**config.mk**
```make
export PLATFORM = sky130hd
export DESIGN_NAME = conv_queue_trig
export DESIGN_NICKNAME = d
export VERILOG_FILES = /design/src/rtl/cqtrig_pkg.sv /design/src/rtl/cqtrig_sync.sv /design/src/rtl/cqtrig_queue.sv /design/src/rtl/conv_queue_trig.sv
export SDC_FILE = /design/constraint.sdc
export NUM_CORES = 1
export LEC_CHECK = 0
export CAP_MARGIN = 10
export CORE_AREA = 2 2 45 47
export DETAILED_ROUTE_END_ITERATION = 7
export DIE_AREA = 0 0 47 49
export DONT_BUFFER_PORTS = 1
export PLACE_DENSITY_LB_ADDON = 0.3
export SKIP_CTS_REPAIR_TIMING = 1
export SLEW_MARGIN = 20
export SYNTH_ARGS = -nofsm -noshare
export SYNTH_HDL_FRONTEND = slang
export SYNTH_SLANG_ARGS = --single-unit
```
**constraint.sdc**
```tcl
create_clock -name clk -period 2.5 [get_ports clk]
set_input_delay 0.375 -clock clk [delete_from_list [all_inputs] [get_ports clk]]
set_output_delay 0.375 -clock clk [all_outputs]
set_load 0.02 [all_outputs]
```
**src/rtl/cqtrig_pkg.sv**
```systemverilog
package cqtrig_pkg;

   localparam int MODE_W = 3;

   typedef enum logic [2:0] {
      K_OFF  = 3'd0,
      K_SW   = 3'd1,
      K_EXT  = 3'd2,
      K_GATE = 3'd3,
      K_TMR  = 3'd4
   } kind_e;

   // Map a stored mode code to a behaviour; anything unlisted idles.
   function automatic kind_e decode_mode(input logic [MODE_W-1:0] code,
                                         input logic gated_ok);
      kind_e k;
      case (code)
         3'b001:  k = K_SW;
         3'b010:  k = K_EXT;
         3'b011:  k = gated_ok ? K_GATE : K_OFF;
         3'b100:  k = K_TMR;
         default: k = K_OFF;
      endcase
      return k;
   endfunction

endpackage

```
**src/rtl/cqtrig_sync.sv**
```systemverilog
module cqtrig_sync #(
   parameter int STAGES = 2,
   parameter int WIDTH  = 1
) (
   input  logic             clk,
   input  logic             rst_n,
   input  logic [WIDTH-1:0] d,
   output logic [WIDTH-1:0] q
);

   logic [WIDTH-1:0] stg [STAGES];

   for (genvar s = 0; s < STAGES; s++) begin : g_stage
      if (s == 0) begin : g_first
         always_ff @(posedge clk or negedge rst_n) begin
            if (!rst_n) stg[s] <= '0;
            else        stg[s] <= d;
         end
      end else begin : g_next
         always_ff @(posedge clk or negedge rst_n) begin
            if (!rst_n) stg[s] <= '0;
            else        stg[s] <= stg[s-1];
         end
      end
   end

   assign q = stg[STAGES-1];

endmodule

```
**src/rtl/cqtrig_queue.sv**
```systemverilog
module cqtrig_queue
   import cqtrig_pkg::*;
#(
   parameter bit GATED_OK = 1'b1
) (
   input  logic              clk,
   input  logic              rst_n,
   input  logic              wr_en,
   input  logic [MODE_W-1:0] wr_code,
   input  logic              wr_sse,
   input  logic              trig_lvl,
   input  logic              gate_lvl,
   input  logic              tick,
   input  logic              done,
   output logic [MODE_W-1:0] code_o,
   output logic              start_o,
   output logic              active_o,
   output logic              off_o
);

   logic [MODE_W-1:0] code_q;
   logic              armed_q;
   logic              active_q;
   logic              trig_prev_q;
   kind_e             kind;
   kind_e             wr_kind;
   logic              evt;
   logic              accept;
   logic              wr_idle;

   assign kind    = decode_mode(code_q, GATED_OK);
   assign wr_kind = decode_mode(wr_code, GATED_OK);
   assign wr_idle = wr_en && (wr_kind == K_OFF);

   always_comb begin
      case (kind)
         K_SW:    evt = 1'b1;
         K_EXT:   evt = trig_lvl && !trig_prev_q;
         K_GATE:  evt = gate_lvl;
         K_TMR:   evt = tick;
         default: evt = 1'b0;
      endcase
   end

   assign accept = armed_q && !active_q && evt && (kind != K_OFF);

   always_ff @(posedge clk or negedge rst_n) begin
      if (!rst_n) begin
         code_q      <= '0;
         armed_q     <= 1'b0;
         active_q    <= 1'b0;
         trig_prev_q <= 1'b0;
      end else begin
         trig_prev_q <= trig_lvl;
         if (wr_en) code_q <= wr_code;

         // Arming write wins over completion in the same cycle.
         if (wr_en && wr_sse && (wr_kind != K_OFF))
            armed_q <= 1'b1;
         else if (wr_idle || (kind == K_OFF) || (done && active_q))
            armed_q <= 1'b0;

         if (wr_idle || (kind == K_OFF))
            active_q <= 1'b0;
         else if (accept)
            active_q <= 1'b1;
         else if (done)
            active_q <= 1'b0;
         else if ((kind == K_GATE) && !gate_lvl)
            active_q <= 1'b0;
      end
   end

   assign code_o   = code_q;
   assign start_o  = accept;
   assign active_o = active_q;
   assign off_o    = (kind == K_OFF);

endmodule

```
**src/rtl/conv_queue_trig.sv**
```systemverilog
module conv_queue_trig
   import cqtrig_pkg::*;
#(
   parameter int              NUM_Q       = 2,
   parameter int              SYNC_STAGES = 2,
   parameter logic [NUM_Q-1:0] GATED_MASK = 2'b01,
   localparam int             SEL_W       = (NUM_Q > 1) ? $clog2(NUM_Q) : 1,
   localparam int             DATA_W      = MODE_W + 1
) (
   input  logic              clk,
   input  logic              rst_n,
   input  logic              reg_we,
   input  logic [SEL_W-1:0]  reg_sel,
   input  logic [DATA_W-1:0] reg_wdata,
   output logic [DATA_W-1:0] reg_rdata,
   input  logic [NUM_Q-1:0]  trig_in,
   input  logic [NUM_Q-1:0]  gate_in,
   input  logic [NUM_Q-1:0]  tick_in,
   input  logic [NUM_Q-1:0]  done_in,
   output logic [NUM_Q-1:0]  start_out,
   output logic [NUM_Q-1:0]  active_out,
   output logic              all_off
);

   if (NUM_Q < 1) begin : g_bad_nq
      $error("conv_queue_trig: NUM_Q must be at least 1");
   end
   if (SYNC_STAGES < 2) begin : g_bad_sync
      $error("conv_queue_trig: SYNC_STAGES must be at least 2");
   end

   logic [NUM_Q-1:0]        trig_s;
   logic [NUM_Q-1:0]        gate_s;
   logic [NUM_Q-1:0]        off_v;
   logic [NUM_Q*MODE_W-1:0] modes_flat;

   cqtrig_sync #(.STAGES(SYNC_STAGES), .WIDTH(2*NUM_Q)) u_sync (
      .clk   (clk),
      .rst_n (rst_n),
      .d     ({gate_in, trig_in}),
      .q     ({gate_s, trig_s})
   );

   for (genvar i = 0; i < NUM_Q; i++) begin : g_q
      logic wr_en_i;
      assign wr_en_i = reg_we && (reg_sel == SEL_W'(i));

      cqtrig_queue #(.GATED_OK(GATED_MASK[i])) u_queue (
         .clk      (clk),
         .rst_n    (rst_n),
         .wr_en    (wr_en_i),
         .wr_code  (reg_wdata[MODE_W-1:0]),
         .wr_sse   (reg_wdata[MODE_W]),
         .trig_lvl (trig_s[i]),
         .gate_lvl (gate_s[i]),
         .tick     (tick_in[i]),
         .done     (done_in[i]),
         .code_o   (modes_flat[i*MODE_W +: MODE_W]),
         .start_o  (start_out[i]),
         .active_o (active_out[i]),
         .off_o    (off_v[i])
      );
   end

   // Enable bit is write-only: readback carries only the stored code.
   always_comb begin
      reg_rdata = '0;
      for (int i = 0; i < NUM_Q; i++)
         if (reg_sel == SEL_W'(i))
            reg_rdata = {1'b0, modes_flat[i*MODE_W +: MODE_W]};
   end

   assign all_off = &off_v;

endmodule

```
==> out/metrics.cfg, run 1 <==
[grt]
grt_usage = 0.143
grt_max_degree = 19
antenna_found_initial = 0
gr-total-overflow = 0
grt_pass1_wl_um = 2390
grt_pass1_vias = 568

[timing]
maxSlewViolCount = 0
rsz0062_at_grt = false
fin_worst_skew_ns = 0.000360
min_period_ns = 2.00
hold_ws_ns = 0.106
fmax_ghz = 0.501
min_period_over_period = 0.798
setup_tns_ns = 0
worstMarginPinSlew_ns = 0.793
slew_headroom = 0.469
setup_viol = 0
hold_violations = 0

[routing]
drtIter0Drc = 11
wl_per_cell_um = 13.0
antenna_left = 0
dr.pass1.iters = 4
drt-total-wl_um = 1400
drc = 0
num_vias = 545
via_per_inst = 5.09

[logic_synthesis]
synth_fp_nets = 97
yosysWarnings = 0
yosysSeqAreaShare = 0.516
synth_edf_count = 0
synth_ff_type = dfrtp_1
ys_seq_elements = 18
async_flop_share = 1.00
synthDistinctLibCells = 27
synth_area_per_cell_um2 = 10.8
synthCells = 81
synth_area_um2 = 872

[setup_path]
criticalPathCategory = reg -> out
worst_path_largest_cell_delay_ns = 0.45
r2r_start = g_q[0].u_queue.code_o[0]
rr_endpoint = g_q[0].u_queue.active_o
cp_top_family = compound AO/OA/AOI/OAI gates
worst_setup_path_end_kind = output pin
path_depth = 3
path_buf_inv = 1
crit_slowest_cell = o31ai_2
cp_cell_sequence = inv_1, mux2_1, o31ai_2
critPathRequiredTime_ns = 2.12
cp.arrival_ns = 1.62
worst_setup_path_start_kind = register
r2r_cells = 4
critPathMaxFanout = 4
reg2reg_slack_ns = 0.85

[clocking]
cts.sinks = 18
clk_transition_reported_paths_ns = 0.10
htree_levels = 1
numCtsBuffers = 3
cts_tree = done
cts-root-buf = clkbuf_4
cts_buffer_depth = 2
clk-insertion-delay-late_ns = 0.28

[cells_and_area]
drive_above_1_share = 0.163
layout_commonest_cell = dfrtp_1
multi_input_area_um2 = 369
fill_cells = 181
area.sequential_um2 = 450
most-common-layout-cells = dfrtp_1 (18), nand2_1 (10), mux2_2 (7)
final_nets = 97
antenna_cells = 0
syn_to_final_growth_pct = 4.45

[power_and_ir_drop]
pwr-share-comb = 0.184
power_switching_uw = 184
static-leakage-power_nw = 0.375
intPower_uw = 457
pwr_density_cell_nw_per_um2 = 703
switching_share = 0.287
irDropWorstVdd_mv = 0.504
p_seq_frac = 0.544
clkPwrFrac = 0.272

[worst_hold_path]
hold_class = in -> reg
holdPathEnd = u_sync.stg[5]
whs_path_depth = 0
worstHoldStart = trig_in[1]

[floorplanning]
dieArea_um2 = 2300
die_w_um = 47
pin_count = 25
start_util = 0.474
fp.dieH_um = 49
core-area_um2 = 1840
rows = 16

[placed_design]
place_hpwl_um = 1070
place_congestion = 0.714
portBuffers = 0

[outcome]
status = completed

[flow_run]
maxCapViolations = 0

[area by class of cell]
| cell class | count | share of cell area |
|---|---|---|
| clock buffers | 4 | 0.0398 |
| inverters | 3 | 0.0124 |
| multi-input cells | 54 | 0.405 |
| flip-flops and latches | 18 | 0.495 |
| well taps | 27 | 0.0371 |
| repair buffers | 1 | 0.0110 |
[synth_stat cells (2+ instances only)]
library cell / instances / area share
inv_1: 3 / 0.013
nand2_1: 10 / 0.043
nand3_1: 3 / 0.017
xnor2_1: 3 / 0.030
dfrtp_1: 18 / 0.52
o21ai_0: 4 / 0.023
a21oi_1: 2 / 0.011
nor2_1: 6 / 0.026
nand2b_1: 3 / 0.022
mux2_2: 7 / 0.090
buf_4: 5 / 0.043
a211oi_1: 2 / 0.017
[flip-flops by register name (all words and copies together), names as in the netlist]
register and flops:
g_q.u_queue.armed_q 2, g_q.u_queue.trig_prev_q 2, g_q.u_queue.code_o 6, g_q.u_queue.active_o 2, u_sync.q 3, u_sync.stg 3
[power by group through the flow]
stage          clock network (mW)  registers, mW  logic, mW
6_report                    0.174          0.348      0.118
5_1_grt                     0.195          0.355      0.132
4_1_cts                     0.182          0.349      0.113
3_5_place_dp                    0          0.355      0.113
3_3_place_gp                    0          0.354      0.111
2_1_floorplan                   0          0.345      0.111
[cells by family (layout without fill, tap and decap cells)]
kind of cell | after synthesis | count (layout) | share of synthesized area
AO/OA/AOI/OAI | 14 | 14 | 0.119
XOR/XNOR | 4 | 4 | 0.0402
other | 1 | 1 | 0.00430
buffers and inverters | 9 | 8 | 0.0603
flip-flops | 18 | 18 | 0.516
AND/OR/NAND/NOR | 27 | 27 | 0.156
multiplexers | 8 | 8 | 0.103
[stage by stage]
| step | std cells | setup slack (ns) | total power, mW | instance area [µm²] | util |
|---|---|---|---|---|---|
| 5_1_grt | 107 | 0.388 | 0.682 | 911 | 0.495 |
| 3_5_place_dp | 102 | 0.810 | 0.468 | 865 | 0.469 |
| 3_3_place_gp | 102 | 0.818 | 0.465 | 865 | 0.469 |
| 6_report | 107 | 0.504 | 0.640 | 911 | 0.495 |
| 2_1_floorplan | 81 | 0.847 | 0.456 | 872 | - |
| 4_1_cts | 106 | 0.476 | 0.645 | 901 | 0.489 |
[worst max path at each step]
stage	from	to	slack, ns
after floorplan	g_q[0].u_queue.code_o[0]	start_out[0]	0.85
after global placement	g_q[0].u_queue.code_o[0]	start_out[0]	0.82
after detailed placement	g_q[0].u_queue.code_o[0]	start_out[0]	0.81
after CTS	g_q[0].u_queue.code_o[0]	start_out[0]	0.48
after global routing	g_q[0].u_queue.code_o[0]	start_out[0]	0.39
final	g_q[0].u_queue.code_o[0]	start_out[0]	0.50
[routing by layer]
| layer | global-route usage | share of wire |
|---|---|---|
| met4 | 0.0556 | 0.0072 |
| met2 | 0.210 | 0.47 |
| met1 | 0.181 | 0.43 |
| met3 | 0.0630 | 0.088 |
| met5 | 0 | 0 |
Power figures use the tool's default switching activity.
==> inputs of run 2 (changes only) <==
- clock period: 2.5 -> 1.6 ns (I/O delays scaled with it)
==> run 2 against run 1 <==
  * Total power is 67% higher
  * Clock-buffer cell count is the same
  * Sequential share of layout area is 4.9 points lower
  * Die area unchanged
  * Highest routed layer unchanged
  * The flow now finishes with violations (setup timing)
  * Global-route usage is 0.88 points higher
  * Wire length rose by 8.7%
  * Critical path type unchanged
  * Clock skew hardly changed
  * Largest power group unchanged
==> out/metrics.cfg, run 2 (synthesis results as in run 1) <==
[grt]
gr-total-overflow = 0  ; unchanged
grt_pass1_vias = 570  ; +0.35%
antenna_found_initial = 0  ; unchanged
grt_max_degree = 19  ; unchanged
grt_usage = 0.152  ; +0.00882
grt_pass1_wl_um = 2450  ; +2.3%

[power_and_ir_drop]
power_mw = 1.07  ; +67%
pwr_density_cell_nw_per_um2 = 1050  ; +49%
irDropWorstVdd_mv = 0.648  ; +28%
static-leakage-power_nw = 0.416  ; +11%

[floorplanning]
pin_count = 25  ; unchanged
dieArea_um2 = 2300  ; unchanged
core-area_um2 = 1840  ; unchanged
rows = 16  ; unchanged
start_util = 0.474  ; unchanged
fp.dieH_um = 49  ; unchanged
die_w_um = 47  ; unchanged

[routing]
drc = 0  ; unchanged
antenna_left = 0  ; unchanged
num_vias = 593  ; +8.8%
wl_per_cell_um = 13.3  ; +2.0%
drt-total-wl_um = 1520  ; +8.7%
drtIter0Drc = 3  ; -8
dr.pass1.iters = 2  ; -2
via_per_inst = 5.20  ; +2.1%

[clocking]
cts-root-buf = clkbuf_4
cts_buffer_depth = 2  ; unchanged
cts.sinks = 18  ; unchanged
clk-insertion-delay-late_ns = 0.29  ; about the same
numCtsBuffers = 3  ; unchanged
htree_levels = 1  ; unchanged
clk_transition_reported_paths_ns = 0.10  ; about the same
cts_tree = done

[timing]
fin_worst_skew_ns = 0.000296  ; -0.0000631 ns
setup_tns_ns = -0.291  ; -0.291 ns
slew_headroom = 0.465  ; -0.00423
setup_viol = 2  ; +2
worstMarginPinSlew_ns = 0.800  ; +0.00632 ns
maxSlewViolCount = 0  ; unchanged
fmax_ghz = 0.540
post-route-worst-setup-slack_ns = -0.251  ; -0.755 ns
min_period_ns = 1.85
hold_violations = 0  ; unchanged
min_period_over_period = 1.16
rsz0062_at_grt = true

[placed_design]
place_ws_ns = 0.0292  ; -0.781 ns
portBuffers = 0  ; unchanged
place_congestion = 0.709  ; -0.60%
place_hpwl_um = 1100  ; +2.3%

[setup_path]
worst_setup_path_end_kind = output pin
critPathMaxFanout = 4  ; unchanged
cp_cell_sequence = or3b_1, a211o_1, o31ai_4, buf_6
worst_path_largest_cell_delay_ns = 0.42  ; -0.03 ns
critPathRequiredTime_ns = 1.36  ; -0.76 ns
r2r_start = g_q[0].u_queue.code_o[0]
cp.arrival_ns = 1.61  ; about the same
criticalPathCategory = reg -> out
crit_path_start = g_q[0].u_queue.code_o[0]
crit_slowest_cell = dfrtp_1
path_buf_inv = 1  ; unchanged
worst_setup_path_start_kind = register
cp_top_family = flip-flops

[cells_and_area]
final_nets = 104  ; +7.2%
syn_to_final_growth_pct = 16.6
antenna_cells = 0  ; unchanged
area.sequential_um2 = 453  ; +0.56%
fill_cells = 160  ; -12%
largest_reg_flops = 6  ; unchanged
layout_commonest_cell = dfrtp_1
most-common-layout-cells = dfrtp_1 (16), nand2_1 (10), mux2_2 (7)
multi_input_area_um2 = 409  ; +11%
drive_above_1_share = 0.276  ; +0.113

[worst_hold_path]
hold_class = in -> reg
worstHoldStart = reg_wdata[0]

[flow_run]
maxCapViolations = 0  ; unchanged

[outcome]
status = complete, but fails checks
violations = setup timing

[run 2: cell types whose count changed in the layout (fill, tap and decap cells not counted), moves of 2 or more]
cell	previous run	this run
buf_4	0	3
dfrtp_1	18	16
dfrtp_2	0	2
dlygate4sd3_1	1	4
[run 2: power breakdown]
part           switching (mW)  leakage, nW  internal [mW]
clock                   0.142       0.0210          0.139
combinational           0.127        0.179          0.109
sequential             0.0547        0.216          0.498
[run 2: worst paths after layout]
path / to / slack, ns / cells past startpoint
min in group asynchronous: g_q[0].u_queue.code_o[2] / 0.47 / 1
max in group asynchronous: g_q[1].u_queue.code_o[2] / 0.59 / 1
worst min-delay path: g_q[0].u_queue.code_o[0] / 0.06 / 2
worst min register to register: u_sync.q[1] / 0.36 / 0
worst max-delay path: start_out[0] / -0.25 / 4
worst max register to register: g_q[0].u_queue.active_o / 0.18 / 4
[run 2: through the flow]
stage,util,instances,hold slack (ns),area (µm²)
after CTS,0.505,110,-0.384,931
final,0.552,114,0.0615,1020
after global placement,0.486,106,-0.0553,895
after detailed placement,0.486,106,-0.0553,895
after floorplan,-,81,-0.0556,872
after global routing,0.552,114,0.0604,1020
[run 2: metal layers]
layer / vias to the layer above / global-route usage / routed length [µm]
met5: - / 0 / 0
met4: 0 / 0.0972 / 41
met3: 4 / 0.0370 / 112
met2: 19 / 0.217 / 674
met1: 284 / 0.199 / 689
li1: 286 / - / -
[run 2: final cells by class]
class                           instances  area share
Inverter                                3      0.0111
Tap cell                               27      0.0332
Timing Repair Buffer                    8      0.0726
Multi-Input combinational cell         54       0.402
Clock buffer                            4      0.0357
Sequential cell                        18       0.445
[run 2: worst reg2reg max path, cell delays in order (launching register included)]
cell	delay, ns
dfrtp_1	0.42
or3b_1	0.36
a211o_1	0.30
o31ai_4	0.08
o221a_1	0.20
